==> src/rtl/vec_irq_ctrl.sv <==
module vec_irq_ctrl #(
  parameter int N_SRC  = 8,
  parameter int PRIO_W = 4,
  parameter int VEC_W  = 8,
  localparam int IDW   = (N_SRC > 1) ? $clog2(N_SRC) : 1
) (
  input  logic                      clk,
  input  logic                      rst_n,
  input  logic [N_SRC-1:0]          req_i,
  input  logic [N_SRC*PRIO_W-1:0]   prio_cfg_i,
  input  logic [N_SRC*VEC_W-1:0]    vec_cfg_i,
  input  logic [PRIO_W-1:0]         cur_level_i,
  input  logic                      boundary_i,
  input  logic                      ack_i,
  input  logic [IDW-1:0]            ack_id_i,
  output logic                      irq_o,
  output logic [VEC_W-1:0]          vec_o,
  output logic [IDW-1:0]            src_o
);

  logic              found;
  logic [IDW-1:0]    best_id;
  logic [PRIO_W-1:0] best_p;
  logic [VEC_W-1:0]  best_vec;

  always_comb begin
    found    = 1'b0;
    best_id  = '0;
    best_p   = '0;
    best_vec = '0;
    for (int i = 0; i < N_SRC; i++) begin
      if (req_i[i] && (prio_cfg_i[i*PRIO_W +: PRIO_W] < cur_level_i) &&
          (!found || (prio_cfg_i[i*PRIO_W +: PRIO_W] < best_p))) begin
        found    = 1'b1;
        best_id  = IDW'(i);
        best_p   = prio_cfg_i[i*PRIO_W +: PRIO_W];
        best_vec = vec_cfg_i[i*VEC_W +: VEC_W];
      end
    end
  end

  wire ack_hit = ack_i && (ack_id_i == src_o);
  wire dropped = !req_i[src_o];

  always_ff @(posedge clk) begin
    if (!rst_n) begin
      irq_o <= 1'b0;
      vec_o <= '0;
      src_o <= '0;
    end else if (irq_o) begin
      if (ack_hit || dropped) begin
        irq_o <= 1'b0;
        vec_o <= '0;
        src_o <= '0;
      end
    end else if (boundary_i && found) begin
      irq_o <= 1'b1;
      vec_o <= best_vec;
      src_o <= best_id;
    end
  end


  rise_at_boundary_chk: assert property (@(posedge clk) disable iff (!rst_n)
    $rose(irq_o) |-> $past(boundary_i));


  masked_level_chk: assert property (@(posedge clk) disable iff (!rst_n)
    $rose(irq_o) |-> ($past(cur_level_i) != '0));


  hold_steady_chk: assert property (@(posedge clk) disable iff (!rst_n)
    (irq_o && !ack_hit && !dropped) |=> (irq_o && $stable(vec_o) && $stable(src_o)));


  ack_release_chk: assert property (@(posedge clk) disable iff (!rst_n)
    (irq_o && ack_hit) |=> !irq_o);


  drop_release_chk: assert property (@(posedge clk) disable iff (!rst_n)
    (irq_o && dropped) |=> !irq_o);

endmodule

==> config.mk <==
export PLATFORM = sky130hd
export DESIGN_NAME = vec_irq_ctrl
export DESIGN_NICKNAME = d
export VERILOG_FILES = /design/src/rtl/vec_irq_ctrl.sv
export SDC_FILE = /design/constraint.sdc
export NUM_CORES = 1
export LEC_CHECK = 0
export ABC_AREA = 1
export BUFFER_PORTS_ARGS = -buffer_cell sky130_fd_sc_hd__buf_2
export CORE_MARGIN = 1.5
export CORE_UTILIZATION = 39
export DETAILED_ROUTE_END_ITERATION = 6
export GPL_ROUTABILITY_DRIVEN = 0
export PLACE_DENSITY = 0.68
export SYNTH_ARGS = -nofsm -noshare
export SYNTH_HDL_FRONTEND = slang
export SYNTH_SLANG_ARGS = --single-unit
==> constraint.sdc <==
create_clock -name clk -period 17.4 [get_ports clk]
set_clock_uncertainty 0.2 [all_clocks]
set_input_delay 1.74 -clock clk [delete_from_list [all_inputs] [get_ports clk]]
set_output_delay 1.74 -clock clk [all_outputs]
set_load 0.02 [all_outputs]
==> out/qor.txt, run 1 <==
Peak VDD IR: 0.03086 mV
Core ar.: 6869 sq um
First-pass GRT wire length: 12.92 mm
Yosys reg bits: 12
Site Rows: 30
Max FO, Critical Path: 25
Post-DRT Antenna Nets: 0
Fillers: 735
Post-synthesis mux area share: 0%
Area delta synth->final: 24.58%
Post-synth ARST share: 0%
Die ar.: 7737 sq um
Synth Flop Type: dfxtp_1
I/O Pins: 127
Cell-internal power: 119.3 uW
Syn_nets: 624
Largest family of logic cells by synthesized area: simple AND/OR/NAND/NOR gates
Period minus WS final: 10.95 ns
Cells after Synth: 464
GRT Overall Usage: 20.35%
Worst-path clk slew: 0.05 ns
CTS Root Cell: clkbuf_8
Synth top area cells: ha_1, nand2_1, o21ai_0
Simple-gate share of the synthesized area: 36.71%
Final Cycle Share: 62.94%
H-tree depth: 1
Switch share: 51.02%
Yosys top cell area share: 20.00%
Die height: 87.96 um
DR iter-0 viols: 101
Final hold violation count: 0
RSZ-0062 raised after global routing: false
HPWL after DPL: 7.040 mm
Post-route setup TNS: 0 ns
CTS tree: built
Post-synth EDFFs: 0
Crit path max-delay family: simple AND/OR/NAND/NOR gates
Via density: 4.845
Avg Inst Size Synth: 6.067 sq um
Clock Power Share: 10.3%
CP required: 17.37 ns
WP buf/inv: 5
Total iterations of the first detailed-routing run: 4
Synth Warn #: 0
Routed via count: 3,246
Antenna Cells: 0
Largest net degree at the start of global routing: 26
Routed WL: 8.067 mm
Distinct cells, synth: 30
Die Width: 87.96 um
Antenna violations before repair: 0
Xor-xnor portion of the synthesized cell area: 0.9333%
Max cap viols: 0
Maximum buffer depth of the clock tree: 2
CTS Hold Bufs: 0
Slowest CP cell: o21ai_0
Detailed-route DRC error count: 0
Combinational share of power: 74.7%
Clk_lat worst skew: 0.24 ns
Outcome: finished clean
Port buffer count: 126
Slew Limit Fails: 0
Share of post-route cells with drive strength above 1: 31.36%
# clock sinks: 12
# Post-CTS Setup Buffers: 0
Vias in the first global route: 3,068
Overall power: 243.5 uW
Top-count cell post-synth: nand2_1
Measured slew at the worst slew-check pin: 1.040 ns
Initial core utilization: 40.98%
Post_cts resized: 0
Net Switching: 124.2 uW
Leak Pwr: 2.051 nW
Synth area leader: ha_1
Power per cell area: 69.43 nW/um^2
Crit path top cell by count: nand2_1
Final Net Count: 736
Max Clk Rate: 91.31 MHz
Grt total ovfl: 0
Synth Area in Compound Gates: 24.40%
CP Class: primary input to register
CP Launch Type: primary input
Register area share after synthesis: 8.533%
Synthesized area: 2815 sq um
Arrival @ worst endpoint: 10.92 ns
Routed WL per cell: 12.04 um
Num CTS Buffers: 3
Worst hold path type: register to register
Synth Area in Adders: 20.00%
Synth cell count leaders: nand2_1, o21ai_0, ha_1
Final setup fails: 0
CP max stage delay: 0.36 ns
Flop pwr share: 15.0%
Max-Slew Margin vs Limit: 30.40%
Critical path endpoint category: register
[area by class of cell]
type	instances	area (sq um)	area share, %
sequential	12	240.2	6.850
clock buffer	3	41.29	1.177
tap	96	120.1	3.425
timing repair buffer	126	630.6	17.98
multi-input combinational	389	2310	65.86
inverter	44	165.2	4.709
[stage by stage]
stage	utilization, %	cells	setup WS [ns]	hold slack (ns)	cell area [sq um]
final	51.06	670	6.449	0.2626	3507
after global routing	51.06	670	5.330	0.2823	3507
after CTS	51.06	670	6.417	0.2655	3507
after detailed placement	50.46	667	6.177	0.2572	3466
after global placement	50.46	667	6.517	0.2527	3466
after floorplan	-	464	7.261	0.3364	2815
[metal layers]
metal / wire length (um) / vias to the layer above / track usage [%]
met5: 0 / - / 0
met4: 175 / 0 / 5.772
met3: 334 / 19 / 1.508
met2: 3833 / 82 / 36.92
met1: 3724 / 1373 / 25.59
li1: - / 1772 / -
[power by group through the flow]
stage          clock [mW]  combinational (mW)  sequential [mW]
6_report           0.0251               0.182           0.0366
5_1_grt            0.0267               0.212           0.0372
4_1_cts            0.0251               0.183           0.0366
3_5_place_dp            0               0.182           0.0370
3_3_place_gp            0               0.177           0.0369
2_1_floorplan           0               0.136           0.0418
[registers in the layout, summed over array words and instances (netlist names)]
| register | cells |
|---|---|
| vec_o | 8 |
| src_o | 3 |
| irq_o | 1 |
[worst min-delay path, cell delays in order, from the launching register on]
cell and delay (ns):
dfxtp_1 0.30, nand2_1 0.06, a21oi_1 0.05
[path summary, 6_finish.rpt]
path / from / to / slack [ns] / cells past startpoint
setup reg to reg: src_o[0] / vec_o[2] / 14.86 / 7
hold / removal: vec_o[4] / vec_o[4] / 0.26 / 2
setup / recovery: cur_level_i[3] / vec_o[4] / 6.45 / 57
hold reg to reg: vec_o[4] / vec_o[4] / 0.26 / 2
[layout by cell type, fill, tap and decap left out, types with 5 or more instances in the layout]
master	count
buf_2	126
nand3_2	8
dfxtp_1	12
or2_2	6
o21ai_0	68
and3_1	5
nand3_1	21
a21boi_0	7
nand2_2	24
o211ai_1	6
inv_1	44
nand2_1	150
ha_1	45
a21oi_1	20
a21oi_2	9
[cells by family after synthesis]
group,after synthesis
AND/OR/NAND/NOR,223
adder cells (fa/ha/maj),45
XOR/XNOR,3
AO/OA/AOI/OAI,118
flip-flops,12
buffers and inverters,63
No activity file was read; power rests on OpenSTA's default activity.
==> inputs of run 2 (changes only) <==
Settings changed: PLACE_DENSITY 0.68 to 0.71.
Clock period 17.4 ns to 9.3 ns, I/O delays scaled along.
==> run 2 against run 1 <==
Combinational power increased by 95%. Largest power group unchanged. Critical path type unchanged. Largest cell class unchanged. Via count increased by 3.0%. Core utilization increased by 1.3 points. Flip-flop and latch count unchanged.
==> out/qor.txt, run 2 (synthesized netlist as in run 1, its figures left out) <==
WHS: 0.2715 ns
Reg with most FFs: vec_o
Total iterations of the first detailed-routing run: 4
Clock Power Share: 9.8%
Net Switching: 238.2 uW
Measured slew at the worst slew-check pin: 1.029 ns
Initial core utilization: 40.98%
Slowest CP cell: ha_1
Combinational share of power: 75.6%
Detailed-route DRC error count: 0
Die Width: 87.96 um
Area delta synth->final: 27.87%
Outcome: finished clean
Power per cell area: 130.6 nW/um^2
Crit path top cell by count: nand2_1
Final Net Count: 745
GRT Overall Usage: 20.69%
Post-layout util: 52.40%
CTS tree: built
Core ar.: 6869 sq um
Clk_lat worst skew: 0.24 ns
Placed insts: 675
Worst hold path type: register to register
Leak Pwr: 2.090 nW
First-pass GRT wire length: 13.13 mm
CTS Hold Bufs: 0
Antenna violations before repair: 0
Die height: 87.96 um
Max-Slew Margin vs Limit: 31.11%
Routed via count: 3,342
Cell-internal power: 231.8 uW
Routed WL per cell: 11.99 um
Maximum buffer depth of the clock tree: 2
Via density: 4.922
Die ar.: 7737 sq um
Largest net degree at the start of global routing: 26
Period minus WS final: 8.525 ns
HPWL after DPL: 6.957 mm
Max cap viols: 0
Final hold violation count: 0
Arrival @ worst endpoint: 8.49 ns
Grt total ovfl: 0
CP Launch Type: primary input
Peak VDD IR: 0.04314 mV
Cell Area, Placed: 3526 sq um
Dpl ws: -0.1358 ns
# clock sinks: 12
CP max stage delay: 0.30 ns
CTS Root Cell: clkbuf_8
Post-route setup slack: 0.7746 ns
CP required: 9.27 ns
Routed WL: 8.143 mm
Max FO, Critical Path: 25
Max Clk Rate: 117.3 MHz
Port buffer count: 126
DR iter-0 viols: 72
H-tree depth: 1
Switch share: 50.68%
Final Cycle Share: 91.67%
Post-route setup TNS: 0 ns
Final instance area: 3600 sq um
Vias in the first global route: 3,110
Num CTS Buffers: 3
Overall power: 470.1 uW
Antenna Cells: 0
Critical path endpoint category: register
Commonest non-fill, non-tap cell in the layout: nand2_1
Site Rows: 30
Flop pwr share: 14.6%
Slew Limit Fails: 0
Final setup fails: 0
Max reg flops: 8
Post-DRT Antenna Nets: 0
Largest regs: vec_o: 8 flops, src_o: 3 flops, irq_o: 1 flops
Worst-path clk slew: 0.05 ns
Share of post-route cells with drive strength above 1: 32.76%
Commonest non-fill, non-tap cells in the layout: nand2_1, buf_2, o21ai_0
I/O Pins: 127
CP Class: primary input to register
Layout Cells excl Fill: 679
## run 2: cell count changes in the layout (fill, tap and decap cells not counted), sizes merged
cell      change
inv           -1
clkinvlp      +1
buf           +9
## run 2: worst max-delay path: cells and delay by family
family	cells	cell delay [ns]
buffers and inverters	8	0.62
AOI/OAI and AO/OA	11	1.74
adders and majority gates	8	2.29
and+or+nand+nor	36	2.91
## run 2: final timing paths
kind	from	endpoint	slack, ns	cells after the start
setup / recovery	cur_level_i[3]	vec_o[4]	0.77	63
hold / removal	vec_o[2]	vec_o[2]	0.27	2
setup reg to reg	src_o[0]	src_o[2]	6.73	7
hold reg to reg	vec_o[2]	vec_o[2]	0.27	2
## run 2: power groups by stage
| stage | clock, mW | sequential (mW) | combinational [mW] |
|---|---|---|---|
| 2_1_floorplan | 0 | 0.0782 | 0.255 |
| 3_3_place_gp | 0 | 0.0689 | 0.337 |
| 3_5_place_dp | 0 | 0.0692 | 0.347 |
| 4_1_cts | 0.0473 | 0.0684 | 0.348 |
| 5_1_grt | 0.0492 | 0.0697 | 0.413 |
| 6_report | 0.0461 | 0.0685 | 0.355 |
## run 2: repair_timing
| item | 4_1_cts | 5_1_grt |
|---|---|---|
| gates resized for setup | 0 | 19 |
| setup buffers | 0 | 1 |
| setup endpoints to repair | 0 | 11 |
## run 2: final cells by class
type                    count  area, sq um
clock buffers               3        41.29
fillers                   724         3269
inverters                  44        168.9
multi-input cells         389         2327
flip-flops and latches     12        240.2
well taps                  96        120.1
repair buffers            135        701.9
## run 2: layer usage
layer | share of wire (%) | wire (um) | global-route usage [%]
met5 | 0 | 0 | 0
met4 | 0.98 | 80 | 3.896
met3 | 6.2 | 501 | 1.414
met2 | 48 | 3941 | 37.47
met1 | 44 | 3620 | 26.91
==> inputs of run 3 (changes only) <==
Settings changed: CAP_MARGIN from default to 20, CELL_PAD_IN_SITES_DETAIL_PLACEMENT from default to 2, CELL_PAD_IN_SITES_GLOBAL_PLACEMENT from default to 2, CORE_UTILIZATION 39 to 21, PLACE_DENSITY 0.71 to default, PLACE_DENSITY_LB_ADDON from default to 0.1.
==> run 3 against run 2 <==
Register-to-register slack worse by 0.11 ns. Count of clock-buffer cells in the layout unchanged. Via count up 3.7%. Largest power group unchanged.
==> out/qor.txt, run 3 (synthesized netlist as in run 1, its figures left out) <==
Outcome: finished clean
Detailed-route DRC error count: 0
CTS Root Cell: clkbuf_16
R2R Setup Slk: 6.62 ns
Antenna Cells: 0
Final instance area: 3816 sq um
Post-DRT Antenna Nets: 0
Slowest CP cell: ha_1
CP Class: primary input to register
Die height: 118.8 um
Grt total ovfl: 0
Site Rows: 42
HPWL after DPL: 9.807 mm
CTS tree: built
Max cap viols: 0
CP Launch Type: primary input
Area delta synth->final: 35.56%
Worst hold start: vec_o[4]
Crit path top cell by count: nand2_1
Worst hold path type: register to register
Cell Area, Placed: 3641 sq um
Crit path max-delay family: simple AND/OR/NAND/NOR gates
GRT Overall Usage: 15.87%
Core ar.: 13,140 sq um
Maximum buffer depth of the clock tree: 2
Largest regs: vec_o: 8 flops, src_o: 3 flops, irq_o: 1 flops
WP buf/inv: 6
# Post-CTS Setup Buffers: 0
Die Width: 118.8 um
Reg with most FFs: vec_o
First-pass GRT wire length: 18.20 mm
# clock sinks: 12
Final setup fails: 0
Die ar.: 14,110 sq um
Num CTS Buffers: 3
Port buffer count: 126
Final Net Count: 747
H-tree depth: 1
Slew Limit Fails: 0
WHS: 0.2764 ns
I/O Pins: 127
Power per cell area: 140.3 nW/um^2
Arrival @ worst endpoint: 8.48 ns
R2r startpoint: src_o[0]
Peak VDD IR: 0.05302 mV
Period minus WS final: 8.509 ns
Vias in the first global route: 3,633
Measured slew at the worst slew-check pin: 0.9407 ns
Total iterations of the first detailed-routing run: 3
Commonest non-fill, non-tap cell in the layout: nand2_1
Fillers: 1,662
Clk_lat worst skew: 0.24 ns
Via density: 4.553
Routed WL: 11.26 mm
Routed WL per cell: 14.79 um
DR iter-0 viols: 53
Final hold violation count: 0
Leak Pwr: 2.138 nW
CP max stage delay: 0.32 ns
Max Clk Rate: 117.5 MHz
CP required: 9.27 ns
Initial core utilization: 21.43%
Commonest non-fill, non-tap cells in the layout: nand2_1, buf_2, o21ai_0
Antenna violations before repair: 0
Worst-path clk slew: 0.04 ns
Crit path from: prio_cfg_i[3]
Share of post-route cells with drive strength above 1: 35.56%
Max-Slew Margin vs Limit: 37.29%
Final Cycle Share: 91.50%
Routed via count: 3,465
Post-layout util: 29.05%
CTS Hold Bufs: 0
Largest net degree at the start of global routing: 26
Critical path endpoint category: register
Max reg flops: 8
Max FO, Critical Path: 25
run 3: final timing paths:
check                           endpoint  depth (start not counted)
worst max register to register  src_o[2]                          7
worst min register to register  vec_o[4]                          2
worst max-delay path            vec_o[5]                         66
worst min-delay path            vec_o[4]                          2
run 3: power by group:
group	switching (mW)	total (mW)	internal [mW]
clock network	0.0219	0.0778	0.0559
logic	0.238	0.388	0.150
registers	0.00867	0.0695	0.0608
total	0.269	0.536	0.267
run 3: worst reg2reg max path, stage by stage, from the launching register on:
cell and delay (ns):
dfxtp_1 0.55, a21oi_1 0.13, a221oi_1 0.29, a31oi_1 0.11, a41o_1 0.25, a21oi_1 0.75
nand2_1 0.16, a21oi_2 0.18
run 3: final cells by class:
type	count	area, sq um	area share [%]
multi-input combinational	389	2402	62.95
inverter	44	165.2	4.328
timing repair buffer	137	713.2	18.69
tap	176	220.2	5.770
sequential	12	240.2	6.295
clock buffer	3	75.07	1.967
run 3: what timing repair did:
action / CTS / global route
pin swaps: 0 / 1
resized for setup: 8 / 31
setup endpoints to repair: 11 / 11
run 3: stage by stage:
| stage | setup slack (ns) | power, mW | setup TNS, ns | cells |
|---|---|---|---|---|
| floorplan | 0.09576 | 0.3330 | 0 | 464 |
| finish | 0.7909 | 0.5356 | 0 | 761 |
| CTS | 0.06410 | 0.5271 | 0 | 760 |
| detailed placement | -0.4889 | 0.4458 | -5.220 | 757 |
| global route | -0.01848 | 0.6046 | -0.03150 | 761 |
| global placement | -0.1556 | 0.4290 | -1.504 | 757 |
run 3: metal layers:
metal | up-vias | wire length [um] | global-route usage (%)
li1 | 1795 | - | -
met1 | 1600 | 5290 | 20.78
met2 | 66 | 5567 | 29.18
met3 | 4 | 364 | 1.448
met4 | 0 | 33 | 1.355
met5 | - | 0 | 0
